`config.mk`:
```
export PLATFORM = sky130hd
export DESIGN_NAME = gpio_event_mapper
export DESIGN_NICKNAME = d
export VERILOG_FILES = /design/src/rtl/gem_pkg.sv /design/src/rtl/gem_cfg_regs.sv /design/src/rtl/gem_edge_latch.sv /design/src/rtl/gem_router.sv /design/src/rtl/gpio_event_mapper.sv
export SDC_FILE = /design/constraint.sdc
export NUM_CORES = 1
export LEC_CHECK = 0
export ABC_AREA = 1
export BUFFER_PORTS_ARGS = -buffer_cell sky130_fd_sc_hd__buf_2
export CORE_UTILIZATION = 35
export CTS_BUF_LIST = sky130_fd_sc_hd__clkbuf_4 sky130_fd_sc_hd__clkbuf_8 sky130_fd_sc_hd__clkbuf_16
export DETAILED_ROUTE_END_ITERATION = 6
export PLACE_DENSITY = 0.62
export SLEW_MARGIN = 20
export SYNTH_ARGS = -nofsm -noshare
export SYNTH_HDL_FRONTEND = slang
export SYNTH_SLANG_ARGS = --single-unit
```
`constraint.sdc`:
```
create_clock -name clk -period 1.58 [get_ports clk]
set_clock_uncertainty 0.05 [all_clocks]
set_input_delay 0.158 -clock clk [delete_from_list [all_inputs] [get_ports clk]]
set_output_delay 0.158 -clock clk [all_outputs]
set_load 0.1 [all_outputs]
```
`src/rtl/gem_pkg.sv`:
```
package gem_pkg;
    localparam int NPINS    = 32;
    localparam int GRP_PINS = 8;
    localparam int NGROUPS  = NPINS / GRP_PINS;
    localparam int GSEL_W   = $clog2(NGROUPS);
    localparam int FLD_W    = 4;
    localparam int NPAIRS   = 8;
    localparam int PAIR_W   = $clog2(NPAIRS);
    localparam int NIRQ     = 16;
    localparam int IRQ_W    = $clog2(NIRQ);
    localparam int DW       = 32;
    localparam int AW       = 3;

    localparam logic [AW-1:0] A_RISE = 3'd4;
    localparam logic [AW-1:0] A_FALL = 3'd5;
    localparam logic [AW-1:0] A_ISEL = 3'd6;

    typedef logic [DW-1:0] word_t;
    typedef logic [NGROUPS-1:0][DW-1:0] map_bank_t;

    typedef struct packed {
        logic              pme;
        logic [PAIR_W-1:0] pair;
    } map_fld_t;

    typedef enum logic [2:0] {
        RG_MAP,
        RG_RISE,
        RG_FALL,
        RG_ISEL,
        RG_NONE
    } reg_sel_e;

    function automatic reg_sel_e reg_decode(logic [AW-1:0] a);
        if (int'(a) < NGROUPS) return RG_MAP;
        else if (a == A_RISE)  return RG_RISE;
        else if (a == A_FALL)  return RG_FALL;
        else if (a == A_ISEL)  return RG_ISEL;
        else                   return RG_NONE;
    endfunction

    function automatic map_fld_t pin_field(map_bank_t b, int pin);
        return map_fld_t'(b[pin / GRP_PINS][FLD_W * (pin % GRP_PINS) +: FLD_W]);
    endfunction

    function automatic logic [IRQ_W-1:0] pair_irq(word_t sel, int p);
        return sel[FLD_W * p +: IRQ_W];
    endfunction
endpackage

```
`src/rtl/gem_cfg_regs.sv`:
```
module gem_cfg_regs
    import gem_pkg::*;
(
    input  logic          clk,
    input  logic          rst,
    input  logic          we,
    input  logic [AW-1:0] addr,
    input  word_t         wdata,
    output map_bank_t     map_bank,
    output word_t         isel
);
    reg_sel_e dec;
    assign dec = reg_decode(addr);

    always_ff @(posedge clk) begin
        if (rst) begin
            map_bank <= '0;
            isel     <= '0;
        end else if (we) begin
            for (int g = 0; g < NGROUPS; g++) begin
                if (dec == RG_MAP && addr[GSEL_W-1:0] == GSEL_W'(g))
                    map_bank[g] <= wdata;
            end
            if (dec == RG_ISEL)
                isel <= wdata;
        end
    end

    // a select-word write lands at the next edge
    a_r9_isel_write: assert property (@(posedge clk) disable iff (rst)
        (we && dec == RG_ISEL) |=> (isel == $past(wdata)));
endmodule

```
`src/rtl/gem_edge_latch.sv`:
```
module gem_edge_latch
    import gem_pkg::*;
(
    input  logic             clk,
    input  logic             rst,
    input  logic [NPINS-1:0] pin_lvl,
    input  logic [NPINS-1:0] clr_rise,
    input  logic [NPINS-1:0] clr_fall,
    output logic [NPINS-1:0] rise_sts,
    output logic [NPINS-1:0] fall_sts
);
    logic [NPINS-1:0] prev_lvl;
    logic [NPINS-1:0] rise_ev;
    logic [NPINS-1:0] fall_ev;

    assign rise_ev = pin_lvl & ~prev_lvl;
    assign fall_ev = ~pin_lvl & prev_lvl;

    always_ff @(posedge clk) begin
        if (rst) begin
            prev_lvl <= '0;
            rise_sts <= '0;
            fall_sts <= '0;
        end else begin
            prev_lvl <= pin_lvl;
            rise_sts <= rise_ev | (rise_sts & ~clr_rise);
            fall_sts <= fall_ev | (fall_sts & ~clr_fall);
        end
    end

    // reset empties both status words
    a_r1_reset_clears: assert property (@(posedge clk)
        rst |=> (rise_sts == '0 && fall_sts == '0));
    // every detected edge is latched
    a_r2_rise_latched: assert property (@(posedge clk) disable iff (rst)
        !rst |=> ((rise_sts & $past(rise_ev)) == $past(rise_ev)));
    a_r2_fall_latched: assert property (@(posedge clk) disable iff (rst)
        !rst |=> ((fall_sts & $past(fall_ev)) == $past(fall_ev)));
    // cleared bits without a new edge drop
    a_r3_clear_drops: assert property (@(posedge clk) disable iff (rst)
        !rst |=> ((rise_sts & $past(clr_rise & ~rise_ev)) == '0 &&
                  (fall_sts & $past(clr_fall & ~fall_ev)) == '0));
    // bits neither cleared nor hit by an edge keep their value
    a_r3_hold: assert property (@(posedge clk) disable iff (rst)
        !rst |=> (((rise_sts ^ $past(rise_sts)) & ~$past(rise_ev | clr_rise)) == '0));
    // an edge beats a same-cycle clear
    a_r4_set_beats_clear: assert property (@(posedge clk) disable iff (rst)
        !rst |=> ((rise_sts & $past(rise_ev & clr_rise)) == $past(rise_ev & clr_rise)));
endmodule

```
`src/rtl/gem_router.sv`:
```
module gem_router
    import gem_pkg::*;
(
    input  map_bank_t        map_bank,
    input  word_t            isel,
    input  logic [NPINS-1:0] pending,
    output logic [NIRQ-1:0]  irq,
    output logic             pme
);
    logic [NPAIRS-1:0] pair_act;

    always_comb begin
        map_fld_t f;
        pair_act = '0;
        pme      = 1'b0;
        for (int i = 0; i < NPINS; i++) begin
            f = pin_field(map_bank, i);
            if (pending[i]) begin
                pair_act[f.pair] = 1'b1;
                pme = pme | f.pme;
            end
        end
    end

    always_comb begin
        logic [IRQ_W-1:0] n;
        irq = '0;
        for (int p = 0; p < NPAIRS; p++) begin
            n = pair_irq(isel, p);
            if (pair_act[p] && n != '0)
                irq[n] = 1'b1;
        end
    end
endmodule

```
`src/rtl/gpio_event_mapper.sv`:
```
module gpio_event_mapper
    import gem_pkg::*;
(
    input  logic             clk,
    input  logic             rst,
    input  logic [NPINS-1:0] pin_lvl,
    input  logic             bus_we,
    input  logic [AW-1:0]    bus_addr,
    input  logic [DW-1:0]    bus_wdata,
    output logic [DW-1:0]    bus_rdata,
    output logic [NIRQ-1:0]  irq_out,
    output logic             pme_out
);
    map_bank_t        map_bank;
    word_t            isel;
    logic [NPINS-1:0] rise_sts, fall_sts, clr_rise, clr_fall;
    reg_sel_e         dec;

    assign dec      = reg_decode(bus_addr);
    assign clr_rise = (bus_we && dec == RG_RISE) ? bus_wdata : '0;
    assign clr_fall = (bus_we && dec == RG_FALL) ? bus_wdata : '0;

    gem_cfg_regs u_regs (
        .clk(clk), .rst(rst), .we(bus_we), .addr(bus_addr), .wdata(bus_wdata),
        .map_bank(map_bank), .isel(isel)
    );

    gem_edge_latch u_edge (
        .clk(clk), .rst(rst), .pin_lvl(pin_lvl),
        .clr_rise(clr_rise), .clr_fall(clr_fall),
        .rise_sts(rise_sts), .fall_sts(fall_sts)
    );

    gem_router u_route (
        .map_bank(map_bank), .isel(isel), .pending(rise_sts | fall_sts),
        .irq(irq_out), .pme(pme_out)
    );

    always_comb begin
        case (dec)
            RG_MAP:  bus_rdata = map_bank[bus_addr[GSEL_W-1:0]];
            RG_RISE: bus_rdata = rise_sts;
            RG_FALL: bus_rdata = fall_sts;
            RG_ISEL: bus_rdata = isel;
            default: bus_rdata = '0;
        endcase
    end

    // line 0 is never driven
    a_r7_irq0_quiet: assert property (@(posedge clk) disable iff (rst)
        !irq_out[0]);
    // a raised line needs a pending edge
    a_r6_irq_needs_pending: assert property (@(posedge clk) disable iff (rst)
        (irq_out != '0) |-> ((rise_sts | fall_sts) != '0));
    // the wake flag needs a pending edge
    a_r8_pme_needs_pending: assert property (@(posedge clk) disable iff (rst)
        pme_out |-> ((rise_sts | fall_sts) != '0));
endmodule

```
## Word level (Yosys, flattened, before mapping)

Index checks and enable logic that the tools add are counted.

- Magnitude comparators: 82
- Equal/unequal tests: 9
- Multiplexer cells: 161
- Bitwise gates (word level): 80
- Reductions and logical operators: 69

Operators by type and width:

| kind | count |
|---|---|
| 8-bit 2-to-1 mux | 32 |
| 8-bit OR | 31 |
| 32-bit AND | 4 |
| 3-bit by 4-bit less-than comparator with 1-bit output (second input constant) | 32 |
| 16-bit 2-to-1 mux | 8 |
| 32-bit inverter | 4 |
| 32-bit one-hot mux with 4 select lines | 1 |
| 16-bit OR | 7 |
| 1-bit demux with 3-bit select | 32 |
| 3-bit by 1-bit >= comparator with 1-bit output (second input constant) | 32 |
| 32-bit 2-to-1 mux | 3 |
| 32-bit OR | 3 |
| 1-bit 2-to-1 mux | 72 |
| 32-bit binary-select mux with 2-bit select | 1 |
| 1-bit logical AND | 54 |
| 4-bit by 5-bit less-than comparator with 1-bit output (second input constant) | 8 |
| 1-bit demux with 4-bit select | 8 |
| 4-bit by 1-bit >= comparator with 1-bit output (second input constant) | 8 |
| 4-bit nonzero test | 8 |
| 1-bit OR | 31 |
| 3-bit 2-to-1 mux | 4 |
| 2-bit AND reduction | 5 |
| 3-bit equality test (second input constant) | 3 |
| 3-bit by 2-bit equality test with 1-bit output (second input constant) | 2 |
| other kinds (7) | 8 |

- Register bits after elaboration: 256
- Bits of input ports: 70

## Logic depth before layout (Yosys ltp)

- Word-level depth: 83
- Gate-level depth with buffers: 13
- Mapped depth without buffers: 12

## Modules after synthesis

From an unflattened synthesis, not the netlist that was laid out.

- Cell total of the unflattened synthesis: 3166
- Area total of the unflattened synthesis: 17854.6 um2

Modules (own cells, without submodules):

| module | instances | cells an instance | area an instance (um2) | seq. area each (um2) |
|---|---|---|---|---|
| gem_cfg_regs | 1 | 919 | 6344.8 | 3203.1 |
| gem_router | 1 | 1088 | 4834.6 | 0.0 |
| gem_edge_latch | 1 | 395 | 3434.5 | 1921.8 |
| gpio_event_mapper | 1 | 764 | 3240.6 | 0.0 |

## Least setup slack after synthesis

Ideal clock, no wire load.

- Path kind: input to output
- From: input bus_addr[0]
- To: output bus_rdata[24]
- Data arrival time: 3.051 ns
- Required time: 1.372 ns
- Slack: -1.679 ns
- Cell stages on the path: 6
- Path buffers: 1
- Path through: inv_2 > nor2_4 > inv_2 > buf_1 > o22ai_1 > o31ai_1

- Longest elaborated chain between the ends: 7
- Elaborated cells on any way between the ends: 15
- Classes of those cells: order compare (1); eq/ne (6); mux (7); reduce/logical (1)

RTL lines:

| item | RTL line | RTL |
|---|---|---|
| start: declaration | gpio_event_mapper.sv:8 | `input logic [AW-1:0] bus_addr,` |
| 3-bit equality test | gem_pkg.sv:38 | `else if (a == A_ISEL) return RG_ISEL;` |
| 3-bit 2-to-1 mux | gem_pkg.sv:38 |  |
| 3-bit 2-to-1 mux | gem_pkg.sv:37 | `else if (a == A_FALL) return RG_FALL;` |
| 3-bit 2-to-1 mux | gem_pkg.sv:36 | `else if (a == A_RISE) return RG_RISE;` |
| 3-bit 2-to-1 mux | gem_pkg.sv:35 | `if (int'(a) < NGROUPS) return RG_MAP;` |
| 3-bit by 2-bit equality test with 1-bit output (tied with other cells) | gpio_event_mapper.sv:40 | `case (dec)` |
| 32-bit one-hot mux with 4 select lines * | gpio_event_mapper.sv:40 |  |
| end: declaration | gpio_event_mapper.sv:10 | `output logic [DW-1:0] bus_rdata,` |

Every way passes the cells marked *; elsewhere a longest branch is shown, timed or not. The select of a mux whose other input is x is not followed.

## Final worst setup path

- From: register u_edge.rise_sts[26]
- To: output irq_out[1]

- Longest elaborated chain between the ends: 28
- Elaborated cells on any way between the ends: 35
- Classes of those cells: mux (14); bitwise (13); reduce/logical (8)

RTL lines:

| item | RTL line | RTL |
|---|---|---|
| start: declaration | gem_edge_latch.sv:9 | `output logic [NPINS-1:0] rise_sts,` |
| start signal: assignment | gem_edge_latch.sv:26 | `rise_sts <= rise_ev \| (rise_sts & ~clr_rise);` |
| 32-bit OR * | gpio_event_mapper.sv:35 | `.map_bank(map_bank), .isel(isel), .pending(rise_sts \| fall_sts),` |
| 8-bit 2-to-1 mux * | gem_router.sv:18 | `if (pending[i]) begin` |
| 8-bit OR (no line) | n/a |  |
| 8-bit 2-to-1 mux * | gem_router.sv:18 |  |
| 8-bit OR (no line) | n/a |  |
| 8-bit 2-to-1 mux * | gem_router.sv:18 |  |
| 8-bit OR (no line) | n/a |  |
| 8-bit 2-to-1 mux * | gem_router.sv:18 |  |
| [12 not listed] | n/a |  |
| 16-bit OR (no line) | n/a |  |
| 16-bit 2-to-1 mux | gem_router.sv:30 | `if (pair_act[p] && n != '0)` |
| 16-bit OR (no line) | n/a |  |
| 16-bit 2-to-1 mux | gem_router.sv:30 |  |
| 16-bit OR (no line) | n/a |  |
| 16-bit 2-to-1 mux | gem_router.sv:30 |  |
| 16-bit OR (no line) | n/a |  |
| 16-bit 2-to-1 mux * | gem_router.sv:30 |  |
| end: declaration | gpio_event_mapper.sv:11 | `output logic [NIRQ-1:0] irq_out,` |

Every way passes the cells marked *; elsewhere a longest branch is shown, timed or not.

==> metrics.md <==
| Metric | Value |
|---|---|
| DRC Markers | 0 |
| Total grt overflow | 0 |
| Global placement routability congestion | 1.01 |
| R2R setup slack | 0.63 ns |
| Die Width | 209 µm |
| CP Cell Sequence | inv_2 > nand2_8 > buf_6 > nand3_4 > nand2_2 > nor2_2 > buf_6 > nand2_4 > nor2_4 > nand2_4 > buf_12 > nand3_4 > nand2_4 > nor2_4 > nand3_4 > buf_12 |
| Final std cells w/o fill | 3,652 |
| CTS tree | done |
| Required time worst endpoint | 1.37 ns |
| CP max-delay cell | dfxtp_2 |
| Area grow syn2layout | 82.6% |
| Final min period | 2.89 ns |
| Vias | 20,300 |
| Fin. Hold Viols | 0 |
| Layout cells sized above 1 | 49.7% |
| Ys flop type | dfxtp_1 |
| CP top delay family | simple AND/OR/NAND/NOR gates |
| NumNets Final | 3,162 |
| Drt total wl | 89.4 mm |
| Die extent in y | 209 µm |
| CTS sink count | 256 |
| Synthesized net count | 2,487 |
| Worst-Skew Late Latency | 0.58 ns |
| Largest family of logic cells by synthesized area | simple AND/OR/NAND/NOR gates |
| Adder-Cell Fraction of Synth Area | 0% |
| Top sig layer | met5 |
| DPL Wire Length | 68.4 mm |
| FMAX | 346 MHz |
| Max VDD drop | 0.898 mV |
| Largest net degree at the start of global routing | 79 |
| Crit path arrival time | 2.69 ns |
| Metal1 wirelength | 38.5 mm |
| Clock transition at path regs | 0.06 ns |
| XOR/XNOR Fraction of Synth Area | 0% |
| Post-synth EDFFs | 0 |
| Async set-reset flop share out of synthesis | 0% |
| Seq cells post-synth | 256 |
| Setup CP Type | reg -> out |
| Final WS setup | -1.31 ns |
| CP max stage delay | 0.32 ns |
| Synth area leaders | dfxtp_1 34%, nand3_1 12%, nand2_1 9.8% |
| DR WL met2 | 38.5 mm |
| Worst slew pin tran | 0.682 ns |
| Pwr/cell area | 752 nW/µm² |
| Slew headroom | 54.4% |
| Synth Instances | 2,417 |
| Syn_area_per_cell | 6.19 µm² |
| WL met3 | 7.82 mm |
| Final ANT Viol Nets | 0 |
| Worst Hold Class | in -> reg |
| Startpoint type of the worst setup path | flop |
| DR vias/cell | 5.57 |
| Max-Cap Viols | 0 |
| Final Setup Violations | 48 |
| Top cell type's share of synthesized area | 34.3% |
| TritonCTS Buffers | 30 |
| Worst-path maximum fanout | 6 |
| Synth Area in Compound Gates | 22.1% |
| Largest area contributor in the netlist | dfxtp_1 |
| Synth Area in Simple Gates | 32.0% |
| Pre-CTS setup slack | -1.16 ns |
| CTS max path bufs | 3 |
| Yosys warning count | 0 |
| Hold_ws | 0.270 ns |
| Initial antenna violation count | 2 |
| Failing checks | setup timing |
| Die Area | 43,600 µm² |
| CP endpoint kind | output pin |
| Multi-input logic area | 11,900 µm² |
| Core Region | 42,000 µm² |
| Filler cell count | 3,744 |
| Ant. Diodes | 0 |
| Mean routed wirelength per cell | 24.5 µm |
| Dpl cells | 3,487 |
| Status | complete, but fails checks |
| Site Rows | 75 |
| Initial Utilization | 35.6% |
| Drt first pass iters | 6 |
| Post-Syn Area | 15,000 µm² |
| Input/output buffers | 117 |
| Cell variety after synth | 31 |
| Clock Tree Root | clkbuf_16 |
| Finished Core Util | 65.0% |
| RSZ-0062 raised after global routing | true |
| Final Max Slew Viols | 0 |
| Part of the Yosys area used for sequential elements | 34.3% |
| Sequential Area | 5390 µm² |
| Tcrit/Tclk final | 183% |
| Crit path buffers/inverters | 5 |
| Pleak | 12.0 nW |
| Multiplexer share of the synthesized area | 0% |
| First-pass GRT wire length | 126 mm |
| I/O pin count | 119 |
| First-iteration detailed-routing DRC count | 2,287 |
| Gr usage total | 39.4% |
| Vias in the first global route | 19,100 |
| Max H-tree Level | 1 |
-- through the flow --
stage          instance area [µm²]  TNS [ns]  total power [mW]
2_1_floorplan                16300     -3.51              9.61
3_3_place_gp                 21800    -52.82              12.0
3_5_place_dp                 21800    -57.01              12.1
4_1_cts                      25900    -34.32              19.9
5_1_grt                      27300    -35.80              21.1
6_report                     27300    -34.22              20.5
-- final cells by class --
type                       instances  share of cell area [%]
clock buffer                      41                    3.17
clock inverter                    12                   0.435
inverter                         351                    5.21
tap                              539                    2.47
timing repair buffer             734                    25.5
multi-input combinational       1719                    43.5
sequential                       256                    19.7
-- final timing paths --
| check | from | end | depth (start not counted) |
|---|---|---|---|
| worst max-delay path | u_edge.rise_sts[26] | irq_out[1] | 16 |
| worst min register to register | u_edge.prev_lvl[19] | u_edge.rise_sts[19] | 1 |
| worst max register to register | u_edge.rise_sts[4] | u_edge.rise_sts[4] | 4 |
| worst min-delay path | pin_lvl[3] | u_edge.prev_lvl[3] | 4 |
-- what timing repair did --
action,4_1_cts,5_1_grt
setup buffers,38,30
gates resized for setup,636,343
pin swaps,147,184
hold endpoints to repair,197,0
gates cloned,6,3
setup endpoints to repair,48,48
hold buffers,69,0
-- synthesized netlist by cell type (5+ instances only) --
cell,n
nand2_1,392
nand3_1,355
inv_1,332
nor2_1,308
dfxtp_1,256
o21ai_0,211
a21oi_1,207
o22ai_1,77
clkbuf_1,65
o21ai_1,37
nand2_2,36
a22oi_1,32
buf_2,22
inv_2,19
o2111ai_1,19
nand4_1,7
nor2_2,6
o221ai_1,6
o211ai_1,5
-- layout by cell type (no fill, tap or decap), types with 6 or more instances in the layout --
cell / instances
o21ai_4: 13
dfxtp_1: 115
buf_4: 409
o21ai_2: 6
clkbuf_16: 31
nand3_4: 39
inv_2: 106
a21oi_2: 7
nand4_1: 7
o22ai_1: 38
o21ai_1: 41
dfxtp_2: 105
nand2_1: 283
nand2_4: 61
buf_6: 105
o22ai_4: 25
o21ai_0: 188
nor2_1: 218
nand2_8: 18
a22oi_2: 19
nor2_2: 49
o22ai_2: 14
clkinv_2: 8
a22oi_1: 13
nor2_4: 51
dlygate4sd3_1: 69
a21oi_1: 195
o221ai_4: 6
clkbuf_4: 6
nand3_1: 170
nand3_2: 146
buf_12: 78
dfxtp_4: 36
inv_1: 217
buf_2: 68
inv_4: 22
nand2_2: 71
o2111ai_4: 19
-- flip-flops by register name (all words and copies together) (netlist names) --
| name | cells |
|---|---|
| u_regs.map_bank | 128 |
| u_edge.fall_sts | 32 |
| u_edge.prev_lvl | 32 |
| u_edge.rise_sts | 32 |
| u_regs.isel | 32 |
-- worst reg2reg max path, delay by kind of cell (launching register included) --
kind	cells	cell delay, ns
buffers and inverters	2	0.26
flip-flops	1	0.33
AO/OA/AOI/OAI	2	0.18
-- layer usage --
layer,up-vias,track usage (%)
met4,2,17.3
met1,9732,55.9
li1,9424,-
met3,186,5.50
met2,997,59.2
met5,-,0
-- power breakdown --
group	switching, mW	internal, mW	leakage, nW	total (mW)
Sequential	0.293	6.76	2.17	7.05
Clock	3.07	3.99	0.491	7.06
Combinational	3.89	2.53	9.34	6.43
-- cell families (layout without fill, tap and decap cells) --
| kind of cell | Yosys count | count (layout) |
|---|---|---|
| simple gates | 1113 | 1118 |
| compound gates | 600 | 600 |
| buf+inv | 447 | 1138 |
| flops | 256 | 256 |
| other cells | 1 | 1 |
Note: power is estimated with default switching activity, not from simulation.
